`src/rtl/hdr_mux_pkg.sv`:
```
package hdr_mux_pkg;

    localparam logic [2:0] MODE_OFF = 3'd7;

    localparam int CON_TX_PIN  = 0;
    localparam int CON_RX_PIN  = 2;
    localparam int AUXA_TX_PIN = 5;
    localparam int AUXA_RX_PIN = 7;
    localparam int AUXB_TX_PIN = 9;
    localparam int AUXB_RX_PIN = 11;

    // lowest GPIO width that still reaches pin 11
    localparam int MIN_GPIO_W = 6;

    typedef enum logic {
        REG_DATA = 1'b0,
        REG_DIR  = 1'b1
    } reg_sel_e;

    typedef struct packed {
        logic oe;
        logic val;
    } pin_drive_t;

    localparam pin_drive_t DRV_INPUT = '{oe: 1'b0, val: 1'b0};

    function automatic logic uart_active(input logic [2:0] mode);
        return mode != MODE_OFF;
    endfunction

    function automatic int gpio_to_pin(input int bit_idx);
        return 2 * bit_idx + 1;
    endfunction

endpackage

```
`src/rtl/hdr_pin_sync.sv`:
```
module hdr_pin_sync #(
    parameter int WIDTH  = 16,
    parameter int STAGES = 2
) (
    input  logic             clk,
    input  logic             rst,
    input  logic [WIDTH-1:0] raw_in,
    output logic [WIDTH-1:0] sync_out
);
    logic [WIDTH-1:0] chain [STAGES];

    genvar s;
    generate
        for (s = 0; s < STAGES; s++) begin : g_stage
            if (s == 0) begin : g_first
                always_ff @(posedge clk) begin
                    if (rst) chain[0] <= '0;
                    else     chain[0] <= raw_in;
                end
            end else begin : g_next
                always_ff @(posedge clk) begin
                    if (rst) chain[s] <= '0;
                    else     chain[s] <= chain[s-1];
                end
            end
        end
    endgenerate

    assign sync_out = chain[STAGES-1];
endmodule

```
`src/rtl/hdr_gpio_regs.sv`:
```
module hdr_gpio_regs
    import hdr_mux_pkg::*;
#(
    parameter int GPIO_W = 8,
    localparam int PIN_W = 2 * GPIO_W
) (
    input  logic              clk,
    input  logic              rst,
    input  logic              bus_sel,
    input  logic              bus_wr,
    input  logic              bus_addr,
    input  logic [GPIO_W-1:0] bus_wdata,
    output logic [GPIO_W-1:0] bus_rdata,
    input  logic [PIN_W-1:0]  pin_sync,
    output logic [GPIO_W-1:0] data_q,
    output logic [GPIO_W-1:0] dir_q
);
    reg_sel_e          sel;
    logic [GPIO_W-1:0] level;
    logic [GPIO_W-1:0] rd_mux;
    logic [GPIO_W-1:0] rdata_q;

    assign sel = reg_sel_e'(bus_addr);

    always_comb begin
        for (int x = 0; x < GPIO_W; x++) begin
            level[x] = dir_q[x] ? data_q[x] : pin_sync[gpio_to_pin(x)];
        end
        rd_mux = (sel == REG_DIR) ? dir_q : level;
    end

    always_ff @(posedge clk) begin
        if (rst) begin
            data_q  <= '0;
            dir_q   <= '0;
            rdata_q <= '0;
        end else if (bus_sel) begin
            if (bus_wr) begin
                if (sel == REG_DATA) data_q <= bus_wdata;
                else                 dir_q  <= bus_wdata;
            end else begin
                rdata_q <= rd_mux;
            end
        end
    end

    assign bus_rdata = rdata_q;


    reset_clear_chk: assert property (@(posedge clk) disable iff (rst)
        $past(rst) |-> (data_q == '0 && dir_q == '0));


    dir_write_chk: assert property (@(posedge clk) disable iff (rst)
        (bus_sel && bus_wr && bus_addr) |=> (dir_q == $past(bus_wdata)));


    rdata_hold_chk: assert property (@(posedge clk) disable iff (rst)
        !(bus_sel && !bus_wr) |=> $stable(bus_rdata));
endmodule

```
`src/rtl/hdr_pin_route.sv`:
```
module hdr_pin_route
    import hdr_mux_pkg::*;
#(
    parameter int GPIO_W = 8,
    localparam int PIN_W = 2 * GPIO_W
) (
    input  logic [GPIO_W-1:0] data_q,
    input  logic [GPIO_W-1:0] dir_q,
    input  logic              con_tx,
    input  logic              con_rs232_rx,
    input  logic              con_ttl_en,
    input  logic [2:0]        aux_a_mode,
    input  logic              aux_a_tx,
    input  logic [2:0]        aux_b_mode,
    input  logic              aux_b_tx,
    input  logic [PIN_W-1:0]  pin_in,
    output logic [PIN_W-1:0]  pin_out,
    output logic [PIN_W-1:0]  pin_oe,
    output logic              con_rx,
    output logic              aux_a_rx,
    output logic              aux_b_rx
);
    pin_drive_t drv [PIN_W];
    logic a_on, b_on;

    assign a_on = uart_active(aux_a_mode);
    assign b_on = uart_active(aux_b_mode);

    always_comb begin
        for (int p = 0; p < PIN_W; p++) drv[p] = DRV_INPUT;
        for (int x = 0; x < GPIO_W; x++) begin
            drv[gpio_to_pin(x)] = '{oe: dir_q[x], val: data_q[x]};
        end
        if (a_on) begin
            drv[AUXA_TX_PIN] = '{oe: 1'b1, val: aux_a_tx};
            drv[AUXA_RX_PIN] = DRV_INPUT;
        end
        if (b_on) begin
            drv[AUXB_TX_PIN] = '{oe: 1'b1, val: aux_b_tx};
            drv[AUXB_RX_PIN] = DRV_INPUT;
        end
        if (con_ttl_en) begin
            drv[CON_TX_PIN] = '{oe: 1'b1, val: con_tx};
            drv[CON_RX_PIN] = DRV_INPUT;
        end
    end

    genvar p;
    generate
        for (p = 0; p < PIN_W; p++) begin : g_pin
            assign pin_oe[p]  = drv[p].oe;
            assign pin_out[p] = drv[p].val;
        end
    endgenerate

    assign aux_a_rx = a_on ? pin_in[AUXA_RX_PIN] : 1'b1;
    assign aux_b_rx = b_on ? pin_in[AUXB_RX_PIN] : 1'b1;
    assign con_rx   = con_ttl_en ? pin_in[CON_RX_PIN] : con_rs232_rx;
endmodule

```
`src/rtl/hdr_pin_mux.sv`:
```
module hdr_pin_mux
    import hdr_mux_pkg::*;
#(
    parameter int GPIO_W      = 8,
    parameter int SYNC_STAGES = 2,
    localparam int PIN_W      = 2 * GPIO_W
) (
    input  logic              clk,
    input  logic              rst,
    input  logic              bus_sel,
    input  logic              bus_wr,
    input  logic              bus_addr,
    input  logic [GPIO_W-1:0] bus_wdata,
    output logic [GPIO_W-1:0] bus_rdata,
    input  logic              con_tx,
    input  logic              con_rs232_rx,
    input  logic              con_ttl_en,
    output logic              con_rx,
    input  logic [2:0]        aux_a_mode,
    input  logic              aux_a_tx,
    output logic              aux_a_rx,
    input  logic [2:0]        aux_b_mode,
    input  logic              aux_b_tx,
    output logic              aux_b_rx,
    input  logic [PIN_W-1:0]  pin_in,
    output logic [PIN_W-1:0]  pin_out,
    output logic [PIN_W-1:0]  pin_oe
);
    logic [PIN_W-1:0]  pin_sync;
    logic [GPIO_W-1:0] data_q;
    logic [GPIO_W-1:0] dir_q;

    initial begin
        if (GPIO_W < MIN_GPIO_W) $error("GPIO_W too small for the UART pins");
    end

    hdr_pin_sync #(.WIDTH(PIN_W), .STAGES(SYNC_STAGES)) u_sync (
        .clk      (clk),
        .rst      (rst),
        .raw_in   (pin_in),
        .sync_out (pin_sync)
    );

    hdr_gpio_regs #(.GPIO_W(GPIO_W)) u_regs (
        .clk       (clk),
        .rst       (rst),
        .bus_sel   (bus_sel),
        .bus_wr    (bus_wr),
        .bus_addr  (bus_addr),
        .bus_wdata (bus_wdata),
        .bus_rdata (bus_rdata),
        .pin_sync  (pin_sync),
        .data_q    (data_q),
        .dir_q     (dir_q)
    );

    hdr_pin_route #(.GPIO_W(GPIO_W)) u_route (
        .data_q       (data_q),
        .dir_q        (dir_q),
        .con_tx       (con_tx),
        .con_rs232_rx (con_rs232_rx),
        .con_ttl_en   (con_ttl_en),
        .aux_a_mode   (aux_a_mode),
        .aux_a_tx     (aux_a_tx),
        .aux_b_mode   (aux_b_mode),
        .aux_b_tx     (aux_b_tx),
        .pin_in       (pin_in),
        .pin_out      (pin_out),
        .pin_oe       (pin_oe),
        .con_rx       (con_rx),
        .aux_a_rx     (aux_a_rx),
        .aux_b_rx     (aux_b_rx)
    );


    aux_a_own_chk: assert property (@(posedge clk) disable iff (rst)
        (aux_a_mode != MODE_OFF) |-> (pin_oe[AUXA_TX_PIN] && !pin_oe[AUXA_RX_PIN]));


    aux_b_own_chk: assert property (@(posedge clk) disable iff (rst)
        (aux_b_mode != MODE_OFF) |-> (pin_oe[AUXB_TX_PIN] && !pin_oe[AUXB_RX_PIN]));


    ttl_rx_input_chk: assert property (@(posedge clk) disable iff (rst)
        con_ttl_en |-> (!pin_oe[CON_RX_PIN] && pin_oe[CON_TX_PIN]));

    genvar e;
    generate
        for (e = 2; e < PIN_W; e += 2) begin : g_even

            even_quiet_chk: assert property (@(posedge clk) disable iff (rst)
                !pin_oe[e]);
        end
    endgenerate
endmodule

```
`config.mk`:
```
export PLATFORM = sky130hd
export DESIGN_NAME = hdr_pin_mux
export DESIGN_NICKNAME = d
export VERILOG_FILES = /design/src/rtl/hdr_mux_pkg.sv /design/src/rtl/hdr_pin_sync.sv /design/src/rtl/hdr_gpio_regs.sv /design/src/rtl/hdr_pin_route.sv /design/src/rtl/hdr_pin_mux.sv
export SDC_FILE = /design/constraint.sdc
export NUM_CORES = 1
export LEC_CHECK = 0
export BUFFER_PORTS_ARGS = -buffer_cell sky130_fd_sc_hd__buf_2
export CAP_MARGIN = 20
export CORE_ASPECT_RATIO = 2
export CORE_UTILIZATION = 45
export CTS_CLUSTER_DIAMETER = 40
export DETAILED_ROUTE_END_ITERATION = 8
export PLACE_DENSITY = 0.9
export SLEW_MARGIN = 20
export SYNTH_ARGS = -nofsm -noshare
export SYNTH_HDL_FRONTEND = slang
export SYNTH_SLANG_ARGS = --single-unit
export TNS_END_PERCENT = 20
```
`constraint.sdc`:
```
create_clock -name clk -period 1.6 [get_ports clk]
set_clock_uncertainty 0.15 [all_clocks]
set_input_delay 0.16 -clock clk [delete_from_list [all_inputs] [get_ports clk]]
set_output_delay 0.16 -clock clk [all_outputs]
set_load 0.005 [all_outputs]
```
# Yosys cells after proc, flatten, opt, wreduce, memory -nomap -nowiden
# Memories as Yosys holds them, arrays and structs flattened.
# Index checks and enable logic that the tools add are counted.
# W data, S select, Z words.
dict set report word_totals {
  regBits 24
  mem_bits_rw 32
  input_bits 40
  output_inout_bits 43
  memories 1
}
# name words word_bits read_ports rd_ports_with_merged_regs wr line
set mem_list {}
lappend mem_list {u_sync.chain 2 16 2 0 2 hdr_pin_sync.sv:10} ;# logic [WIDTH-1:0] chain [STAGES];
dict set report classes {
  n_eq_ne 2
  muxes 22
  bitwise_logic 4
  n_reduce_logical 3
}
# cell n
set ops {}
lappend ops {{$mux W16} 2}
lappend ops {{$mux W1} 14}
lappend ops {{$mux W2} 5}
lappend ops {{$mux W8} 1}
lappend ops {{$ne A3 B3 Y1 const B} 2}
lappend ops {{$reduce_and A3 Y1} 2}
lappend ops {{$not A1 Y1} 2}
lappend ops {{$or A1 B1 Y1} 2}
lappend ops {{$reduce_and A2 Y1} 1}

# Logic depth before layout (Yosys ltp)
# Gate-level depths: netlist of run 1.
dict set report logic_depth {
  depth_word 3
  mapped_depth 5
}

# By module
# From an unflattened synthesis of run 1, not the netlist that was laid out.
dict set report hier_totals {
  hier_cells 214
  area_unflattened_um2 2203.4
}
# module instances cells_per_inst area_per_inst_um2 seq_area_each_um2
set by_module_without_submodules {}
lappend by_module_without_submodules {hdr_gpio_regs 1 105 1038.5 480.5}
lappend by_module_without_submodules {hdr_pin_sync 1 67 863.3 640.6}
lappend by_module_without_submodules {hdr_pin_route 1 42 301.5 0.0}

# Worst setup path after synthesis of run 1
# Ideal clock, no wire load.
dict set report synth_path {
  path_kind {register to register}
  start {register u_regs.dir_q[0]}
  end {register u_regs.rdata_q[0] (netlist: u_regs.bus_rdata[0])}
  setup_ns 0.088
  arrival_time_ns 0.894
  path_slack_ns 0.468
  stages_incl_launch_ff 3
  n_path_buf 0
  synth_period_minus_slack_ns 1.132
  path_cell_list {dfxtp_1 or3b_1 a311oi_2}
}
dict set report synth_via {
  elab_chain_cells 2
}
# element line
set synth_rtl {}
lappend synth_rtl {{start: declaration} hdr_gpio_regs.sv:16} ;# output logic [GPIO_W-1:0] dir_q
lappend synth_rtl {{start signal: assignment} hdr_gpio_regs.sv:40} ;# else dir_q <= bus_wdata;
lappend synth_rtl {{$mux W1} hdr_gpio_regs.sv:27} ;# level[x] = dir_q[x] ? data_q[x] : pin_sync[gpio_to_pin(x)];
lappend synth_rtl {{$mux W8 *} hdr_gpio_regs.sv:29} ;# rd_mux = (sel == REG_DIR) ? dir_q : level;
lappend synth_rtl {{end signal: assignment} hdr_gpio_regs.sv:42} ;# rdata_q <= rd_mux;
lappend synth_rtl {{end: declaration} hdr_gpio_regs.sv:21} ;# logic [GPIO_W-1:0] rdata_q;
# Mark *: on every way between the ends. The rest lies on a longest branch, timed or not.
# A chain may end at the register's enable or synchronous reset.

# Final worst setup path of run 1
dict set report layout_path {
  start {input port pin_in[7]}
  end {output port aux_a_rx}
}
dict set report layout_via {
  elab_chain_cells 1
}
# element line
set layout_rtl {}
lappend layout_rtl {{start: declaration} hdr_pin_mux.sv:25} ;# input logic [PIN_W-1:0] pin_in,
lappend layout_rtl {{$mux W1} hdr_pin_route.sv:56} ;# assign aux_a_rx = a_on ? pin_in[AUXA_RX_PIN] : 1'b1;
lappend layout_rtl {{end: declaration} hdr_pin_mux.sv:21} ;# output logic aux_a_rx,
# Every way passes these cells.

==> impl_results.md, run 1 <==
- Status: finished clean
- Core Area: approximately 0.0036 sq mm
- Drt total wl: about 3.3 mm
- Initial Util: 47.3%
- Diode count: 0
- Layout area overhead: 28.4%
- Min Hold Slack: 0.168 ns
- DP Wirelength: 2.33 mm
- Grt ovf: 0
- Reg2reg end: u_regs.bus_rdata[0]$_SDFFE_PP0P_
- Post-place setup slack: roughly 0.27 ns
- Pin count of the biggest net entering global routing: 32
- Crit path time final: around 1.4 ns
- Synthesized cell area: 0.00171 sq mm
- Total number of vias: about 1,400
- Antenna violations before repair: 0
- Global Route Usage Sum: between 15 and 20%
- Crit path largest cell delay: 0.53 ns
- Unrepaired setup endpoints after global routing: no
- Crit end category: output pin
- Die area: between 0.004 and 0.005 sq mm
- TritonCTS clock tree: yes
- DRT antenna net count: 0
- H-tree depth reported by CTS: 2
- PortBufs: between 60 and 70
- Busiest grt layer: met2
- Die W: 45.5 um
- CP most frequent cell: buf_2
- Hold Path Stages: 4
- Reg2Reg Depth: 2
- Lkg Pwr: 1.07 nW
- Final setup margin: 0.229 ns
- Pwr Density: 863 mW/mm^2
- Max_cap viols: 0
- Req. time, crit path: approximately 1.3 ns
- Hold EP: u_regs.bus_rdata[3]$_SDFFE_PP0P_
- Final Max Tran Viols: 0
- Sequential power share: between 50% and 60%
- DR WL/cell: ~11 um
- Yosys reg bits: 40
- Slowest-stage cell, CP: dlygate4sd3_1
- Final setup fails: 0
- First-pass GRT wire length: 5.20 mm
- Clk_lat worst skew: roughly 0.29 ns
- Net Sw Frac: about 23%
- Met2 Track Usage GR: between 30 and 40%
- Design Area, Final: around 0.0022 sq mm
- CTS sink count: 40
- Crit Path Category: primary input to output pin
- Die height: ~90 um
- Worst-path cell chain: dlygate4sd3_1, buf_2, nand2b_1, buf_2
- Nets: roughly 290
- Grt met3 use: under 10%
- Final TNS setup: 0 ns
- Gate power share: between 10% and 20%
- M1 GR Usage: between 10% and 20%
- Period Utilization, post-route: 85.7%
- Register area share after synthesis: 46.9%
- P_int: around 1.5 mW
- R2R Setup Slk: 0.43 ns
- Max clock buf depth: 2
- NetSw: around 0.43 mW
- Via/cell ratio: between 4 and 5
- Clock power frac: about a third
- DRT iter0 DRCs: 31
- Critical path startpoint category: primary input
- Core Rows: 31
- Clock root buffer master: clkbuf_8
- CP Data Arrival Time: roughly 1.1 ns
- CTS Buf Count: 5
- Layout cells sized above 1: a little under a third
- HP Start: bus_sel
- Syn Area/Cell: ~9.4 sq um
- Final hold vios: 0
- CP Max Fanout: 2
- IO Pins: 83
- Distinct cells, synth: 25
- Ys Warns: 0
- Gpl congestion: between 0.7 and 0.8
- Post-route DRC: 0
- Worst r2r src: u_regs.dir_q[0]$_SDFFE_PP0P_
- DRT Pass-1 Iters: 4
- Dpl cell area: 0.00194 sq mm
- Worst-path clk slew: about 0.070 ns
- Vias in the first global route: between 1,000 and 1,500
- Max IR drop VDD: between 0.0006 and 0.0007 V
- Synthesized instance count: approximately 180
- Post-CTS Setup Inserts: 0
- Hold crit path type: primary input to flop
- Max Freq: around 730 MHz
-- cells in the mapped netlist --
cell type | n | area share [%]
or3b_1 | 1 | 0.51
or2_2 | 2 | 0.73
nor2b_1 | 17 | 6.2
buf_6 | 1 | 0.66
o21ai_1 | 8 | 2.3
nand2_1 | 7 | 1.5
a311oi_1 | 1 | 0.51
buf_4 | 24 | 11
nand3_1 | 2 | 0.59
inv_1 | 4 | 0.88
clkbuf_1 | 4 | 0.88
nand3_2 | 1 | 0.59
a311oi_2 | 1 | 0.88
buf_2 | 2 | 0.59
nand2b_1 | 3 | 1.1
mux2_2 | 3 | 2.0
a21oi_1 | 6 | 1.8
conb_1 | 1 | 0.22
nor3b_1 | 6 | 2.6
and2_1 | 1 | 0.37
mux2i_1 | 16 | 9.4
dfxtp_1 | 40 | 47
o21a_1 | 6 | 2.6
nand3b_1 | 1 | 0.44
nor2_1 | 23 | 5.1
-- layout make-up --
type	instances	area (sq um)
Timing Repair Buffer	83	513
Clock inverter	1	5.00
Clock buffer	6	72.6
Sequential cell	40	801
Tap cell	49	61.3
Inverter	4	15.0
Multi-Input combinational cell	119	723
Fill cell	349	1420
-- worst max-delay path by stage --
| stage | slack, ns | to | depth (start not counted) | startpoint |
|---|---|---|---|---|
| 2_1_floorplan | 0.47 | u_regs.bus_rdata[0]$_SDFFE_PP0P_ | 2 | u_regs.dir_q[0]$_SDFFE_PP0P_ |
| 3_3_place_gp | 0.28 | u_regs.bus_rdata[0]$_SDFFE_PP0P_ | 4 | bus_addr |
| 3_5_place_dp | 0.27 | u_regs.bus_rdata[0]$_SDFFE_PP0P_ | 4 | bus_addr |
| 4_1_cts | 0.23 | pin_oe[9] | 2 | u_regs.dir_q[4]$_SDFFE_PP0P_ |
| 5_1_grt | 0.18 | aux_b_rx | 4 | pin_in[11] |
| 6_report | 0.23 | aux_a_rx | 4 | pin_in[7] |
-- stage by stage --
step / cells / power, mW / utilization, %
after floorplan: 194 / 1.22 / -
after global placement: 278 / 1.26 / 53.9
after detailed placement: 278 / 1.27 / 53.9
after CTS: 302 / 1.91 / 60.7
after global routing: 302 / 1.98 / 60.7
final: 302 / 1.89 / 60.7
-- cells in the final DEF (no fill, tap or decap), types with 7 or more instances in the layout --
master / Yosys / routed
mux2i_1: 16 / 16
nor2b_1: 17 / 17
buf_2: 2 / 61
dfxtp_1: 40 / 40
nand2_1: 7 / 7
nor2_1: 23 / 23
dlygate4sd3_1: 0 / 17
conb_1: 1 / 14
o21ai_1: 8 / 8
-- repair_timing --
item | in CTS | in global routing
endpoints found under the hold margin | 24 | 0
resized for setup | 0 | 0
hold buffers | 17 | 0
-- state kept, by name, indices dropped and copies added (netlist names) --
name	cells
u_sync.chain	16
u_regs.bus_rdata	8
u_regs.dir_q	8
u_regs.data_q	8
-- routing by layer --
layer | vias up | wire (um)
met3 | 6 | 183
met4 | 0 | 93
li1 | 696 | -
met2 | 58 | 1830
met5 | - | 0
met1 | 626 | 1220
-- worst max-delay path, delay by kind of cell --
| kind | cells | cell delay (ns) |
|---|---|---|
| and+or+nand+nor | 1 | 0.12 |
| buffers and inverters | 3 | 0.77 |
-- power groups by stage --
stage | clock network (mW) | registers, mW | logic [mW]
2_1_floorplan | 0 | 1.07 | 0.147
3_3_place_gp | 0 | 1.07 | 0.189
3_5_place_dp | 0 | 1.08 | 0.195
4_1_cts | 0.631 | 1.05 | 0.226
5_1_grt | 0.674 | 1.06 | 0.253
6_report | 0.610 | 1.05 | 0.227
-- logic make-up after synthesis --
| logic type | Yosys count | share of synthesized area, % |
|---|---|---|
| AO/OA/AOI/OAI | 22 | 8.14 |
| buffers and inverters | 35 | 13.6 |
| other | 1 | 0.220 |
| flip-flops | 40 | 46.9 |
| AND/OR/NAND/NOR | 64 | 19.8 |
| multiplexers | 19 | 11.4 |
Note: power is estimated with default switching activity, not from simulation.
==> run 2: changes to the inputs <==
--- a/config.mk
+++ b/config.mk
@@ -8,12 +8,13 @@
 export BUFFER_PORTS_ARGS = -buffer_cell sky130_fd_sc_hd__buf_2
 export CAP_MARGIN = 20
 export CORE_ASPECT_RATIO = 2
-export CORE_UTILIZATION = 45
+export CORE_UTILIZATION = 49
 export CTS_CLUSTER_DIAMETER = 40
 export DETAILED_ROUTE_END_ITERATION = 8
-export PLACE_DENSITY = 0.9
+export PLACE_DENSITY = 0.92
 export SLEW_MARGIN = 20
 export SYNTH_ARGS = -nofsm -noshare
 export SYNTH_HDL_FRONTEND = slang
+export SYNTH_HIERARCHICAL = 1
 export SYNTH_SLANG_ARGS = --single-unit
 export TNS_END_PERCENT = 20
==> impl_results.md, run 2 <==
- Layout area overhead: 23.7%
- Synthesized cell area: between 0.0015 and 0.002 sq mm
- Post-route insts no fill: around 300
- Global Route Usage Sum: ~18%
- CP top delay family: buffers and inverters
- Clock root buffer master: clkbuf_8
- First-pass GRT wire length: 5.13 mm
- Post-CTS Setup Inserts: 0
- Hold Buf Count CTS: 16
- Placed Cells: 274
- Core Rows: 30
- DRT Pass-1 Iters: 6
- Final TNS setup: 0 ns
- Crit path buf inv count: 3
- Crit path largest cell delay: roughly 0.53 ns
- Post-CTS Resized: 0
- Crit path time final: roughly 1.5 ns
- Unrepaired setup endpoints after global routing: no
- Commonest cells after routing, fill and taps aside: 61 x buf_2, 40 x dfxtp_1, 20 x nor2_1
- M1 GR Usage: between 10% and 20%
- Crit Path Category: primary input to output pin
- DRT iter0 DRCs: 26
- Grt ovf: 0
- Max Freq: around 690 MHz
- Final setup margin: ~0.15 ns
- Grt met3 use: slightly above 5%
- Final hold vios: 0
- Most flop-heavy register: u_sync/chain
- DP Wirelength: roughly 2.2 mm
- CP Data Arrival Time: 1.14 ns
- Dpl cell area: roughly 0.0020 sq mm
- Lkg Pwr: ~1.1 nW
- Max IR drop VDD: slightly above 0.0007 V
- Pwr Density: just under 900 mW/mm^2
- Initial Util: a little over half
- Total number of vias: ~1,300
- Commonest non-fill, non-tap cell in the layout: buf_2
- CP most frequent cell: buf_2
- Die height: between 80 and 90 um
- Diode count: 0
- Gpl congestion: 0.712
- Max clock buf depth: 2
- Busiest grt layer: met2
- R2R Setup Slk: approximately 0.35 ns
- PortBufs: 61
- Syn Area/Cell: around 10 sq um
- Layout cells sized above 1: 31.2%
- Met2 Track Usage GR: between 30% and 40%
- Pin count of the biggest net entering global routing: 41
- Slowest-stage cell, CP: dlygate4sd3_1
- Critical path startpoint category: primary input
- Max FFs per register: 16
- CP Max Fanout: 2
- Req. time, crit path: around 1.3 ns
- Period Utilization, post-route: around nine tenths
- Final setup fails: 0
- Synthesized instance count: between 150 and 200
- Core Area: 0.00342 sq mm
- Worst-path clk slew: around 0.07 ns
- CTS Buf Count: 5
- Antenna violations before repair: 0
- Drt total wl: 3.23 mm
- Design Area, Final: ~0.0022 sq mm
- Nets: around 290
- Status: finished clean
- TritonCTS clock tree: yes
- H-tree depth reported by CTS: 2
- Ys Warns: 6
- Hold crit path type: primary input to flop
- Final Max Tran Viols: 0
- Crit end category: output pin
- CTS sink count: 40
- Worst-path cell chain: dlygate4sd3_1, buf_2, or2b_1, buf_2
- Die area: around 0.004 sq mm
- Post-route DRC: 0
- Die W: roughly 45 um
- Post-place setup slack: ~0.22 ns
- Clk_lat worst skew: 0.28 ns
- Via/cell ratio: around 4.5
- DR WL/cell: around 11 um
- DRT antenna net count: 0
- Max_cap viols: 0
- Vias in the first global route: 1,224
- IO Pins: between 80 and 90
run 2: layout make-up:
class,instances,area (sq um)
clock buffers,8,90.1
fillers,311,1210
inverters,4,15.0
multi-input cells,119,759
flip-flops and latches,40,801
well taps,48,60.1
repair buffers,79,480
run 2: through the flow:
step	power, mW	utilization [%]	hold WS, ns
2_1_floorplan	1.22	-	0.0791
3_3_place_gp	1.25	57.3	0.220
3_5_place_dp	1.26	57.3	0.222
4_1_cts	1.94	64.6	0.237
5_1_grt	2.02	64.6	0.250
6_report	1.93	64.6	0.230
run 2: power by group:
part / internal [mW] / switching, mW / total, mW
combinational: 0.121 / 0.0990 / 0.220
sequential: 1.03 / 0.0150 / 1.05
clock: 0.351 / 0.308 / 0.659
total: 1.50 / 0.422 / 1.93
run 2: layer usage:
layer,routed length [um],up-vias
li1,-,687
met3,205,9
met5,0,-
met1,1230,582
met2,1710,60
met4,78,0
run 2: worst paths after layout:
kind / from / to / depth (start not counted)
hold / removal: bus_wr / u_regs/data_q[6]$_SDFFE_PP0P_ / 4
setup / recovery: pin_in[7] / aux_a_rx / 4
hold reg to reg: u_sync/chain[0][15]$_SDFF_PP0_ / u_sync/chain[1][15]$_SDFF_PP0_ / 1
setup reg to reg: u_regs/dir_q[1]$_SDFFE_PP0P_ / u_regs/bus_rdata[1]$_SDFFE_PP0P_ / 3
run 2: worst register-to-register path: cells and delay by family (launching register included):
kind	cells	cell delay, ns
simple gates	1	0.38
flops	1	0.33
compound gates	2	0.32
